**src/rtl/isq_pkg.sv**
```systemverilog
package isq_pkg;
  localparam int WORD_W  = 16;
  localparam int VEC_W   = 8;
  localparam int PRIO_W  = 3;
  localparam int PRIV_B  = 15;
  localparam int PRIO_LO = 8;
  localparam int CC_W    = 3;
  localparam logic [WORD_W-1:0] PSR_KEEP = 16'h8707;

  typedef enum logic [2:0] {
    ST_IDLE, ST_PUSH_PSR, ST_PUSH_PC, ST_VEC_RD, ST_VEC_LD,
    ST_POP_PC, ST_POP_PSR, ST_POP_END
  } seq_state_e;

  function automatic logic [WORD_W-1:0] psr_clean(input logic [WORD_W-1:0] v);
    return v & PSR_KEEP;
  endfunction

  function automatic logic [WORD_W-1:0] psr_entry(input logic [PRIO_W-1:0] p);
    logic [WORD_W-1:0] r;
    r = '0;
    r[PRIO_LO +: PRIO_W] = p;
    return r;
  endfunction
endpackage

```
**src/rtl/isq_ctrl.sv**
```systemverilog
module isq_ctrl
  import isq_pkg::*;
#(
  parameter logic [VEC_W-1:0] EXC_VECTOR = 8'h00
) (
  input  logic               clk,
  input  logic               rst_n,
  input  logic               irq_valid,
  input  logic [VEC_W-1:0]   irq_vector,
  input  logic [PRIO_W-1:0]  irq_prio,
  input  logic               rti_valid,
  input  logic               psr_user,
  input  logic [PRIO_W-1:0]  psr_prio,
  output logic               irq_ready,
  output logic               rti_ready,
  output logic               entry_start,
  output seq_state_e         state,
  output logic [VEC_W-1:0]   vec_q,
  output logic [PRIO_W-1:0]  prio_q,
  output logic               priv_exc,
  output logic               busy
);
  logic idle, take_irq, take_rti;

  always_comb begin
    idle        = (state == ST_IDLE);
    irq_ready   = idle;
    rti_ready   = idle && !irq_valid;
    take_irq    = irq_valid && irq_ready;
    take_rti    = rti_valid && rti_ready;
    entry_start = take_irq || (take_rti && psr_user);
    busy        = !idle;
  end

  always_ff @(posedge clk or negedge rst_n) begin
    if (!rst_n) begin
      state    <= ST_IDLE;
      vec_q    <= '0;
      prio_q   <= '0;
      priv_exc <= 1'b0;
    end else begin
      priv_exc <= 1'b0;
      unique case (state)
        ST_IDLE: begin
          if (take_irq) begin
            vec_q  <= irq_vector;
            prio_q <= irq_prio;
            state  <= ST_PUSH_PSR;
          end else if (take_rti) begin
            if (psr_user) begin
              vec_q    <= EXC_VECTOR;
              prio_q   <= psr_prio;
              priv_exc <= 1'b1;
              state    <= ST_PUSH_PSR;
            end else begin
              state <= ST_POP_PC;
            end
          end
        end
        ST_PUSH_PSR: state <= ST_PUSH_PC;
        ST_PUSH_PC:  state <= ST_VEC_RD;
        ST_VEC_RD:   state <= ST_VEC_LD;
        ST_VEC_LD:   state <= ST_IDLE;
        ST_POP_PC:   state <= ST_POP_PSR;
        ST_POP_PSR:  state <= ST_POP_END;
        ST_POP_END:  state <= ST_IDLE;
        default:     state <= ST_IDLE;
      endcase
    end
  end

  // the exception flag never lasts two cycles
  a_r8_exc_single: assert property (@(posedge clk) disable iff (!rst_n)
    priv_exc |=> !priv_exc);

  // with both requests offered while idle, the interrupt path starts
  a_r11_irq_wins: assert property (@(posedge clk) disable iff (!rst_n)
    (irq_valid && rti_valid && idle) |=> (state == ST_PUSH_PSR) && !priv_exc);

  // a sequence never returns to idle from its first busy cycle
  a_r10_min_len: assert property (@(posedge clk) disable iff (!rst_n)
    $rose(busy) |=> busy);
endmodule

```
**src/rtl/isq_regs.sv**
```systemverilog
module isq_regs
  import isq_pkg::*;
#(
  parameter logic [WORD_W-1:0] RESET_PC  = 16'h3000,
  parameter logic [WORD_W-1:0] RESET_PSR = 16'h8002,
  parameter logic [WORD_W-1:0] RESET_SP  = 16'hF000,
  parameter logic [WORD_W-1:0] RESET_SSP = 16'h2FF0
) (
  input  logic               clk,
  input  logic               rst_n,
  input  seq_state_e         state,
  input  logic               entry_start,
  input  logic [PRIO_W-1:0]  prio_q,
  input  logic [WORD_W-1:0]  mem_rdata,
  output logic [WORD_W-1:0]  pc,
  output logic [WORD_W-1:0]  psr,
  output logic [WORD_W-1:0]  sp
);
  logic [WORD_W-1:0] usp_q, ssp_q;

  always_ff @(posedge clk or negedge rst_n) begin
    if (!rst_n) begin
      pc    <= RESET_PC;
      psr   <= psr_clean(RESET_PSR);
      sp    <= RESET_SP;
      usp_q <= RESET_SP;
      ssp_q <= RESET_SSP;
    end else begin
      if (entry_start && psr[PRIV_B]) begin
        usp_q <= sp;
        sp    <= ssp_q;
      end
      unique case (state)
        ST_PUSH_PSR, ST_PUSH_PC: sp <= sp - 1'b1;
        ST_VEC_RD:  psr <= psr_entry(prio_q);
        ST_VEC_LD:  pc  <= mem_rdata;
        ST_POP_PC:  sp  <= sp + 1'b1;
        ST_POP_PSR: begin
          pc <= mem_rdata;
          sp <= sp + 1'b1;
        end
        ST_POP_END: begin
          psr <= psr_clean(mem_rdata);
          if (mem_rdata[PRIV_B]) begin
            ssp_q <= sp;
            sp    <= usp_q;
          end
        end
        default: ;
      endcase
    end
  end

  // entering from user mode banks the old stack pointer
  a_r2_usp_saved: assert property (@(posedge clk) disable iff (!rst_n)
    (entry_start && psr[PRIV_B]) |=> usp_q == $past(sp));

  // entering from supervisor mode leaves the stack pointer alone
  a_r9_no_swap: assert property (@(posedge clk) disable iff (!rst_n)
    (entry_start && !psr[PRIV_B]) |=> sp == $past(sp));

  // status word after the vector read cycle
  a_r4_entry_psr: assert property (@(posedge clk) disable iff (!rst_n)
    (state == ST_VEC_RD) |=> !psr[PRIV_B] && psr[CC_W-1:0] == '0
                            && psr[PRIO_LO +: PRIO_W] == $past(prio_q));

  // each pop advances the stack pointer by one
  a_r6_pop_step: assert property (@(posedge clk) disable iff (!rst_n)
    (state == ST_POP_PC) |=> sp == $past(sp) + 1'b1);
endmodule

```
**src/rtl/isq_memif.sv**
```systemverilog
module isq_memif
  import isq_pkg::*;
#(
  parameter logic [WORD_W-1:0] VEC_BASE = 16'h0100
) (
  input  logic               clk,
  input  logic               rst_n,
  input  seq_state_e         state,
  input  logic [WORD_W-1:0]  sp,
  input  logic [WORD_W-1:0]  psr,
  input  logic [WORD_W-1:0]  pc,
  input  logic [VEC_W-1:0]   vec_q,
  output logic               mem_en,
  output logic               mem_we,
  output logic [WORD_W-1:0]  mem_addr,
  output logic [WORD_W-1:0]  mem_wdata
);
  always_comb begin
    mem_en    = 1'b0;
    mem_we    = 1'b0;
    mem_addr  = '0;
    mem_wdata = '0;
    unique case (state)
      ST_PUSH_PSR: begin
        mem_en = 1'b1; mem_we = 1'b1;
        mem_addr = sp - 1'b1; mem_wdata = psr;
      end
      ST_PUSH_PC: begin
        mem_en = 1'b1; mem_we = 1'b1;
        mem_addr = sp - 1'b1; mem_wdata = pc;
      end
      ST_VEC_RD: begin
        mem_en = 1'b1;
        mem_addr = VEC_BASE + WORD_W'(vec_q);
      end
      ST_POP_PC, ST_POP_PSR: begin
        mem_en = 1'b1;
        mem_addr = sp;
      end
      default: ;
    endcase
  end

  // the return address lands one word below the saved status word
  a_r3_push_order: assert property (@(posedge clk) disable iff (!rst_n)
    (state == ST_PUSH_PC) |-> mem_we && $past(mem_we)
                              && mem_addr == $past(mem_addr) - 1'b1);
endmodule

```
**src/rtl/intr_seq.sv**
```systemverilog
module intr_seq
  import isq_pkg::*;
#(
  parameter logic [WORD_W-1:0] RESET_PC   = 16'h3000,
  parameter logic [WORD_W-1:0] RESET_PSR  = 16'h8002,
  parameter logic [WORD_W-1:0] RESET_SP   = 16'hF000,
  parameter logic [WORD_W-1:0] RESET_SSP  = 16'h2FF0,
  parameter logic [WORD_W-1:0] VEC_BASE   = 16'h0100,
  parameter logic [VEC_W-1:0]  EXC_VECTOR = 8'h00
) (
  input  logic                clk,
  input  logic                rst_n,
  input  logic                irq_valid,
  output logic                irq_ready,
  input  logic [VEC_W-1:0]    irq_vector,
  input  logic [PRIO_W-1:0]   irq_prio,
  input  logic                rti_valid,
  output logic                rti_ready,
  output logic                busy,
  output logic                priv_exc,
  output logic [WORD_W-1:0]   pc,
  output logic [WORD_W-1:0]   psr,
  output logic [WORD_W-1:0]   sp,
  output logic                mem_en,
  output logic                mem_we,
  output logic [WORD_W-1:0]   mem_addr,
  output logic [WORD_W-1:0]   mem_wdata,
  input  logic [WORD_W-1:0]   mem_rdata
);
  seq_state_e        state;
  logic              entry_start;
  logic [VEC_W-1:0]  vec_q;
  logic [PRIO_W-1:0] prio_q;

  isq_ctrl #(.EXC_VECTOR(EXC_VECTOR)) u_ctrl (
    .clk(clk), .rst_n(rst_n),
    .irq_valid(irq_valid), .irq_vector(irq_vector), .irq_prio(irq_prio),
    .rti_valid(rti_valid),
    .psr_user(psr[PRIV_B]), .psr_prio(psr[PRIO_LO +: PRIO_W]),
    .irq_ready(irq_ready), .rti_ready(rti_ready),
    .entry_start(entry_start), .state(state),
    .vec_q(vec_q), .prio_q(prio_q),
    .priv_exc(priv_exc), .busy(busy)
  );

  isq_regs #(
    .RESET_PC(RESET_PC), .RESET_PSR(RESET_PSR),
    .RESET_SP(RESET_SP), .RESET_SSP(RESET_SSP)
  ) u_regs (
    .clk(clk), .rst_n(rst_n), .state(state), .entry_start(entry_start),
    .prio_q(prio_q), .mem_rdata(mem_rdata),
    .pc(pc), .psr(psr), .sp(sp)
  );

  isq_memif #(.VEC_BASE(VEC_BASE)) u_memif (
    .clk(clk), .rst_n(rst_n), .state(state),
    .sp(sp), .psr(psr), .pc(pc), .vec_q(vec_q),
    .mem_en(mem_en), .mem_we(mem_we),
    .mem_addr(mem_addr), .mem_wdata(mem_wdata)
  );

  // no memory traffic and no exception while idle
  a_r1_quiet_idle: assert property (@(posedge clk) disable iff (!rst_n)
    !busy |-> !mem_en && !priv_exc);

  // pc changes only while a sequence runs or as it finishes
  a_r10_pc_hold: assert property (@(posedge clk) disable iff (!rst_n)
    (!busy && !$past(busy)) |-> $stable(pc));
endmodule

```
**config.mk**
```make
export PLATFORM = sky130hd
export DESIGN_NAME = intr_seq
export DESIGN_NICKNAME = d
export VERILOG_FILES = /design/src/rtl/isq_pkg.sv /design/src/rtl/isq_ctrl.sv /design/src/rtl/isq_regs.sv /design/src/rtl/isq_memif.sv /design/src/rtl/intr_seq.sv
export SDC_FILE = /design/constraint.sdc
export NUM_CORES = 1
export LEC_CHECK = 0
export CORE_MARGIN = 1.5
export CORE_UTILIZATION = 35
export DETAILED_ROUTE_END_ITERATION = 10
export PLACE_DENSITY = 0.59
export SLEW_MARGIN = 30
export SYNTH_ARGS = -nofsm -noshare
export SYNTH_HDL_FRONTEND = slang
export SYNTH_SLANG_ARGS = --single-unit
```
**constraint.sdc**
```tcl
create_clock -name clk -period 2.3 [get_ports clk]
set_input_delay 0.23 -clock clk [delete_from_list [all_inputs] [get_ports clk]]
set_output_delay 0.23 -clock clk [all_outputs]
set_load 0.02 [all_outputs]
```
### Yosys cells after proc, flatten, opt, wreduce, memory -nomap -nowiden

Index checks and enable logic that the tools add are counted.

| storage, ports and cells | value |
|---|---|
| register bits | 95 |
| bits of input ports | 31 |
| output and inout port bits | 86 |
| logic and storage cells | 61 |

| operators by class | value |
|---|---|
| add/subtract/negate cells | 3 |
| equality and inequality tests | 8 |
| mux-type cells | 22 |
| reduce and logical (&&, ||, !) cells | 19 |

Operators by type and width:

| kind | number |
|---|---|
| one-hot mux 16 bit (3 select lines) | 2 |
| one-hot mux 16 bit (2 select lines) | 2 |
| 2-to-1 mux 16 bit | 2 |
| 2-to-1 mux 8 bit | 3 |
| one-hot mux 3 bit (7 select lines) | 1 |
| 2-to-1 mux 3 bit | 6 |
| adder 16 x 1 -> 16 bit, second input constant | 1 |
| subtractor 16 x 1 -> 16 bit, second input constant | 1 |
| equality test 3 bit, second input constant | 4 |
| adder 9 x 8 -> 10 bit, first input constant | 1 |
| OR reduction 2 bit | 4 |
| equality test 3 x 2 -> 1 bit, second input constant | 2 |
| 2-to-1 mux 1 bit | 6 |
| nonzero test 2 bit | 3 |
| logical AND 1 bit | 5 |
| OR reduction 5 bit | 1 |
| equality test 3 x 1 -> 1 bit, second input constant | 1 |
| zero test 3 bit | 1 |
| inequality test 3 x 1 -> 1 bit, second input constant | 1 |
| AND reduction 3 bit | 1 |
| zero test 1 bit | 2 |
| AND reduction 2 bit | 1 |
| logical OR 1 bit | 1 |

### Depth between registers and ports, before layout

Gate-level depths: netlist (run 1).

| depth | value |
|---|---|
| depth in word-level cells | 9 |
| mapped depth | 9 |
| depth with buffers taken out | 7 |

### Modules after synthesis

A second synthesis (run 1) with hierarchy kept.

| unflattened totals | value |
|---|---|
| cell total of the unflattened synthesis | 571 |
| area total of the unflattened synthesis | 5388.9 um2 |

Modules (own cells, without submodules):

| module | times used | cells each | area each (um2) | seq. area each (um2) |
|---|---|---|---|---|
| isq_regs | 1 | 386 | 3925.0 | 1803.0 |
| isq_memif | 1 | 135 | 798.3 | 0.0 |
| isq_ctrl | 1 | 50 | 665.6 | 375.4 |

### Worst setup path before layout (run 1)

No wires, ideal clock.

| path | value |
|---|---|
| path kind | reg2out |
| start point | register u_regs.sp[10] |
| end point | output mem_addr[15] |
| data arrival time | 1.951 ns |
| data required time | 2.070 ns |
| setup slack | 0.119 ns |
| cell stages (with the launch flop) | 8 |
| buffers on the path | 1 |
| cells stage by stage | dfrtp_1 > buf_2 > or3_4 > or3_4 > nor3_1 > xor2_1 > nand2_1 > nand2_1 |

| on the way | value |
|---|---|
| longest elaborated chain between the ends | 2 |

RTL lines:

| element | RTL line | RTL |
|---|---|---|
| start: declaration | isq_regs.sv:17 | `output logic [WORD_W-1:0] sp` |
| start signal: assignment | isq_regs.sv:31 | `sp <= ssp_q;` |
| start signal: assignment | isq_regs.sv:34 | `ST_PUSH_PSR, ST_PUSH_PC: sp <= sp - 1'b1;` |
| start signal: assignment | isq_regs.sv:37 | `ST_POP_PC: sp <= sp + 1'b1;` |
| subtractor 16 x 1 -> 16 bit | isq_memif.sv:26, isq_memif.sv:30 |  |
| one-hot mux 16 bit (3 select lines) | isq_memif.sv:23 | `unique case (state)` |
| end: declaration | intr_seq.sv:26 | `output logic [WORD_W-1:0] mem_addr,` |

Every way passes these cells.

### Worst setup path after layout (run 1)

| path | value |
|---|---|
| start point | register u_regs.sp[4] |
| end point | output mem_addr[7] |

Same word-level chain as after synthesis.

==> reports/metrics.cfg, run 1 <==
[synthesis]
synth-seq-area-share_pct=46.2
synthArstFlopShare_pct=100
yosysUniqueCellTypes=56
ys.warnings.count=0
ys_ff_latch=86
syn_area_sq_mm=0.00471
synth_ff_type=dfrtp_1
synthCells=490
syn_area_per_cell_sq_um=9.62
synth_edf_count=0

[detailed_routing]
drc_errors=0
ant_nets=0
wirelength_um=13000
drtPass1Iterations=4
post_drt_wl_per_cell_um=16.1
vias=4081
viasPerCell=5.08
drtIter0Drc=170

[timing]
hold_viol_final=0
final_max_slew_viol_count=0
setup_viol=3
worst_pin_slew_ns=0.817
finClkSkew_ns=0.00468
period_needed_ns=2.33
grt_setup_unrepaired=yes
setup_ws_ns=-0.0349
relSlewSlack_pct=45.4
timing.fmax_mhz=428
fin_crit_sh_pct=102

[grt]
overflow=0
grt_antenna_before_repair=0
grt_pass1_wl_um=21400
grt_pass1_vias=4142
grt_max_degree=37
gr-usage-all-layers_pct=18.8

[cells_and_area]
syn2layout_area_growth_pct=41.8
nets=655
layout.cells.most_common=nand2_1
final_area_sq_mm=0.00669
layout_common_cells=nand2_1, clkdlybuf4s50_1, dfrtp_1
final-instance-count-excl-fill=803
n_antenna_cell=0
drive_above_1_share_pct=27.0

[setup_path]
cp-endpoint=mem_addr[7]
r2r_slack_ns=0.20
crit_fanout=3
critPathCaptureType=output pin
startpoint=u_regs.sp[4]$_DFF_PN0_
r2r_start=u_regs.sp[9]$_DFF_PN0_
arrival_ns=2.10
r2r_cells=7
start_kind=register
critical_path_class=reg2out
worstReg2RegEnd=u_regs.sp[14]$_DFF_PN1_
required_ns=2.07

[die]
row_count=42
start_util_pct=35.7
die-area_sq_mm=0.0142
fp.coreArea_sq_mm=0.0132
io_pins=117
die_h_um=119
die_w_um=119

[cts]
cts_buffers=9
cts_tree=done
h-tree-depth=3
clkLatencyLatePin_ns=0.34
root_buffer=clkbuf_16
clk_path_buf_depth=2
path_clk_slew_ns=0.06
cts.sinks=86

[placed_design]
dp_worst_setup_slack_ns=-0.168
gp_congestion=0.827
postPlaceCellArea_sq_mm=0.00621
dp_cells=784
detailedPlacementHpwl_um=9140
port_buffers=107

[hold_path]
hp-class=in2async

[status]
failed_checks=setup timing
outcome=complete, but fails checks

[power]
power_density_mw_per_mm2=1520
vdd_drop_max_mv=0.720
p_leak_nw=3.12

[run]
drv_cap=0

cell families after synthesis:
family	count (synthesis)	synth area share [%]
fa+ha+maj	2	0.531
other cells	1	0.0795
xor+xnor	30	5.57
compound gates	77	11.6
simple gates	187	18.6
buf+inv	55	5.65
mux	52	11.8
flops	86	46.2
layer usage:
metal	routed length [um]	vias up	GRT usage [%]	part of all wire, %
li1	-	1941	-	-
met5	0	-	0	0
met3	557	13	2.39	4.3
met4	195	0	6.78	1.5
met2	6350	101	31.1	49
met1	5860	2026	25.4	45
worst min path at each step:
stage,startpoint,endpoint,depth (start not counted)
6_report,rst_n,u_ctrl.vec_q[7]$_DFFE_PN0P_,2
5_1_grt,rst_n,u_regs.psr[10]$_DFFE_PN0P_,2
4_1_cts,rst_n,u_ctrl.vec_q[2]$_DFFE_PN0P_,2
3_5_place_dp,rst_n,u_ctrl.vec_q[7]$_DFFE_PN0P_,1
3_3_place_gp,rst_n,u_ctrl.vec_q[7]$_DFFE_PN0P_,1
2_1_floorplan,rst_n,u_ctrl.prio_q[0]$_DFFE_PN0P_,0
sequential cells by signal, summed over array words and instances (netlist names):
| register | cells |
|---|---|
| u_regs.ssp_q | 16 |
| u_ctrl.vec_q | 8 |
| u_regs.psr | 7 |
| u_ctrl.priv_exc | 1 |
| u_regs.usp_q | 16 |
| u_ctrl.state | 3 |
| u_regs.sp | 16 |
| u_ctrl.prio_q | 3 |
| u_regs.pc | 16 |
timing repair:
action	4_1_cts	5_1_grt
setup endpoints to repair	29	24
resized for setup	76	38
hold endpoints to repair	28	0
buffers inserted	1	1
hold buffers	1	0
pin swaps	4	8
critical path, cell delays in order (launching register included):
cell	delay [ns]
dfrtp_1	0.40
nor4_4	0.33
buf_4	0.18
nor4b_4	0.20
xnor2_1	0.16
nor3_2	0.06
a221o_1	0.28
buf_6	0.14
power breakdown:
| group | switching [mW] | internal (mW) |
|---|---|---|
| registers | 0.481 | 2.27 |
| clock network | 0.629 | 1.06 |
| logic | 3.09 | 2.62 |
area by class of cell:
cell class	count	area (sq um)
clock buffer	9	225
clock inverter	7	121
fill	1223	6500
inverter	5	18.8
multi-input combinational	357	2440
sequential	86	2180
tap	176	220
timing repair buffer	163	1480
per-stage QoR:
stage	utilization [%]	setup TNS (ns)	hold WS (ns)	power [mW]
2_1_floorplan	-	0	-0.0656	5.93
4_1_cts	50.2	-0.141	0.387	10.1
5_1_grt	50.7	-0.664	0.431	10.8
3_3_place_gp	47.1	-0.380	0.203	8.34
6_report	50.7	-0.0657	0.369	10.2
3_5_place_dp	47.1	-0.541	0.210	8.42
cells in the mapped netlist, types with 2 or more instances:
cell type  instances  area (sq um)
nand2_1           95           357
dfrtp_1           65          1630
nor2_1            32           120
mux2_2            30           338
clkbuf_1          26          97.6
mux2i_1           22           220
dfstp_2           21           552
o21ai_0           20           100
xnor2_1           16           140
and2_1            14          87.6
xor2_1            14           123
buf_4             11          82.6
o221ai_1          11          96.3
buf_2              9          45.0
nor3_1             9          45.0
a21oi_1            8          40.0
a22o_1             8          70.1
nand3_1            8          40.0
a22oi_1            7          52.6
inv_1              5          18.8
nand4_1            5          31.3
nor2b_1            4          25.0
a21boi_0           3          22.5
buf_1              3          11.3
nor3b_1            3          22.5
o211ai_1           3          22.5
a221o_1            2          20.0
a31oi_1            2          12.5
a41oi_1            2          17.5
and3_1             2          12.5
and4_1             2          17.5
ha_1               2          25.0
or3_1              2          12.5
or3_4              2          22.5
Power figures use the tool's default switching activity.
==> inputs of run 2 (changes only) <==
--- a/config.mk
+++ b/config.mk
@@ -8,7 +8,7 @@
 export CORE_MARGIN = 1.5
 export CORE_UTILIZATION = 35
 export DETAILED_ROUTE_END_ITERATION = 10
-export PLACE_DENSITY = 0.59
+export SETUP_SLACK_MARGIN = 0.1
 export SLEW_MARGIN = 30
 export SYNTH_ARGS = -nofsm -noshare
 export SYNTH_HDL_FRONTEND = slang
==> reports/metrics.cfg, run 2 (synthesis gave the netlist of run 1 again) <==
[cells_and_area]
nets=657  ; +0.31%
drive_above_1_share_pct=26.9  ; -0.086 points
layout_common_cells=nand2_1, clkdlybuf4s50_1, dfrtp_1
n_antenna_cell=0  ; unchanged
syn2layout_area_growth_pct=41.4
layout.cells.most_common=nand2_1

[run]
drv_cap=0  ; unchanged

[cts]
clkLatencyLatePin_ns=0.34  ; about the same
clk_path_buf_depth=2  ; unchanged
h-tree-depth=3  ; unchanged
cts.sinks=86  ; unchanged
path_clk_slew_ns=0.06  ; about the same
cts_tree=done
root_buffer=clkbuf_16
cts_buffers=9  ; unchanged

[setup_path]
crit_buf_inv=2  ; unchanged
arrival_ns=2.15  ; +0.05 ns
r2r_cells=6  ; -1
r2r_slack_ns=0.23  ; +0.03 ns
crit_path_max_incr_delay_ns=0.41  ; about the same
r2r_start=u_ctrl.state[2]$_DFFE_PN0P_
required_ns=2.07  ; about the same
startpoint=u_regs.sp[4]$_DFF_PN0_
start_kind=register
path_depth=7  ; unchanged
critPathCaptureType=output pin
path_cells=nor4_4 > buf_4 > nor4b_4 > xnor2_1 > nor3_2 > a221o_1 > buf_6
crit_slowest_cell=dfrtp_1
critPathTopFamily=simple AND/OR/NAND/NOR gates
critical_path_class=reg2out
crit_fanout=3  ; unchanged
worstReg2RegEnd=u_regs.sp[13]$_DFF_PN1_
cp-endpoint=mem_addr[7]

[detailed_routing]
viasPerCell=5.06  ; -0.47%
wirelength_um=13200  ; +1.6%
drtPass1Iterations=4  ; unchanged
drtIter0Drc=209  ; +23%
post_drt_wl_per_cell_um=16.3  ; +1.3%
ant_nets=0  ; unchanged
vias=4072  ; -0.22%
drc_errors=0  ; unchanged

[grt]
overflow=0  ; unchanged
grt_antenna_before_repair=0  ; unchanged
gr-usage-all-layers_pct=19.3  ; +0.42 points
grt_pass1_wl_um=21600  ; +0.84%
grt_max_degree=55  ; +49%
grt_pass1_vias=4182  ; +0.97%

[timing]
period_needed_ns=2.38  ; +0.0407 ns
setup_viol=3  ; unchanged
grt_setup_unrepaired=yes
finClkSkew_ns=0.00781  ; +0.00313 ns
fin_setup_tns_ns=-0.158  ; -0.0928 ns
setup_ws_ns=-0.0756  ; -0.0407 ns
timing.fmax_mhz=421  ; -1.7%
final_max_slew_viol_count=0  ; unchanged
fin_crit_sh_pct=103  ; +1.8 points
hold_viol_final=0  ; unchanged
relSlewSlack_pct=64.8  ; +19 points
whs_ns=0.368  ; -0.000568 ns
worst_pin_slew_ns=0.528  ; -0.289 ns

[hold_path]
hp-class=in2async

[placed_design]
detailedPlacementHpwl_um=9190  ; +0.55%
port_buffers=107  ; unchanged
gp_congestion=0.800  ; -3.2%

[status]
outcome=complete, but fails checks
failed_checks=setup timing

[die]
row_count=42  ; unchanged
start_util_pct=35.7  ; unchanged
die_w_um=119  ; unchanged
die_h_um=119  ; unchanged
io_pins=117  ; unchanged
die-area_sq_mm=0.0142  ; unchanged
fp.coreArea_sq_mm=0.0132  ; unchanged

[power]
vdd_drop_max_mv=0.744  ; +3.4%
power_density_mw_per_mm2=1510  ; -0.85%
report.power.total_mw=10.0  ; -1.1%
p_leak_nw=3.07  ; -1.6%

## run 2: through the flow
stage | worst slack [ns] | util (%) | cell area [sq um] | std cells
floorplan | 0.119 | - | 4740 | 498
global placement | -0.136 | 47.1 | 6210 | 783
detailed placement | -0.151 | 47.1 | 6210 | 783
CTS | -0.0937 | 49.8 | 6570 | 801
global route | -0.166 | 50.6 | 6670 | 805
finish | -0.0756 | 50.6 | 6670 | 805
## run 2: timing repair
action	4_1_cts	5_1_grt
hold buffers	1	0
endpoints found under the hold margin	26	0
setup endpoints to repair	36	25
resized for setup	97	20
setup buffers	1	4
pin swaps	8	9
## run 2: worst min-delay path by stage
stage                      from  slack [ns]                      endpoint  cells after the start
after floorplan           rst_n       -0.07  u_ctrl.prio_q[0]$_DFFE_PN0P_                      0
after global placement    rst_n        0.19   u_regs.usp_q[3]$_DFFE_PN0N_                      1
after detailed placement  rst_n        0.20   u_regs.usp_q[3]$_DFFE_PN0N_                      1
after CTS                 rst_n        0.38   u_regs.usp_q[3]$_DFFE_PN0N_                      2
after global routing      rst_n        0.42      u_regs.pc[8]$_DFFE_PN0P_                      2
final                     rst_n        0.37   u_regs.usp_q[3]$_DFFE_PN0N_                      2
## run 2: report_power, final
part	leakage (nW)	internal (mW)	switching (mW)	total (mW)
clock network	0.151	0.855	0.647	1.50
registers	1.05	2.27	0.492	2.76
logic	1.87	2.67	3.11	5.78
## run 2: layer usage
layer  routed length (um)  global-route usage [%]  part of all wire (%)
met5                    0                       0                     0
met1                 6020                    25.5                    46
met2                 6370                    31.6                    48
met4                  236                    7.98                   1.8
met3                  536                    2.73                   4.1
## run 2: cell type report
class,count,area [sq um]
clock buffer,9,225
timing repair buffer,165,1500
clock inverter,7,78.8
inverter,5,18.8
sequential,86,2180
fill,1218,6520
multi-input combinational,357,2440
tap,176,220
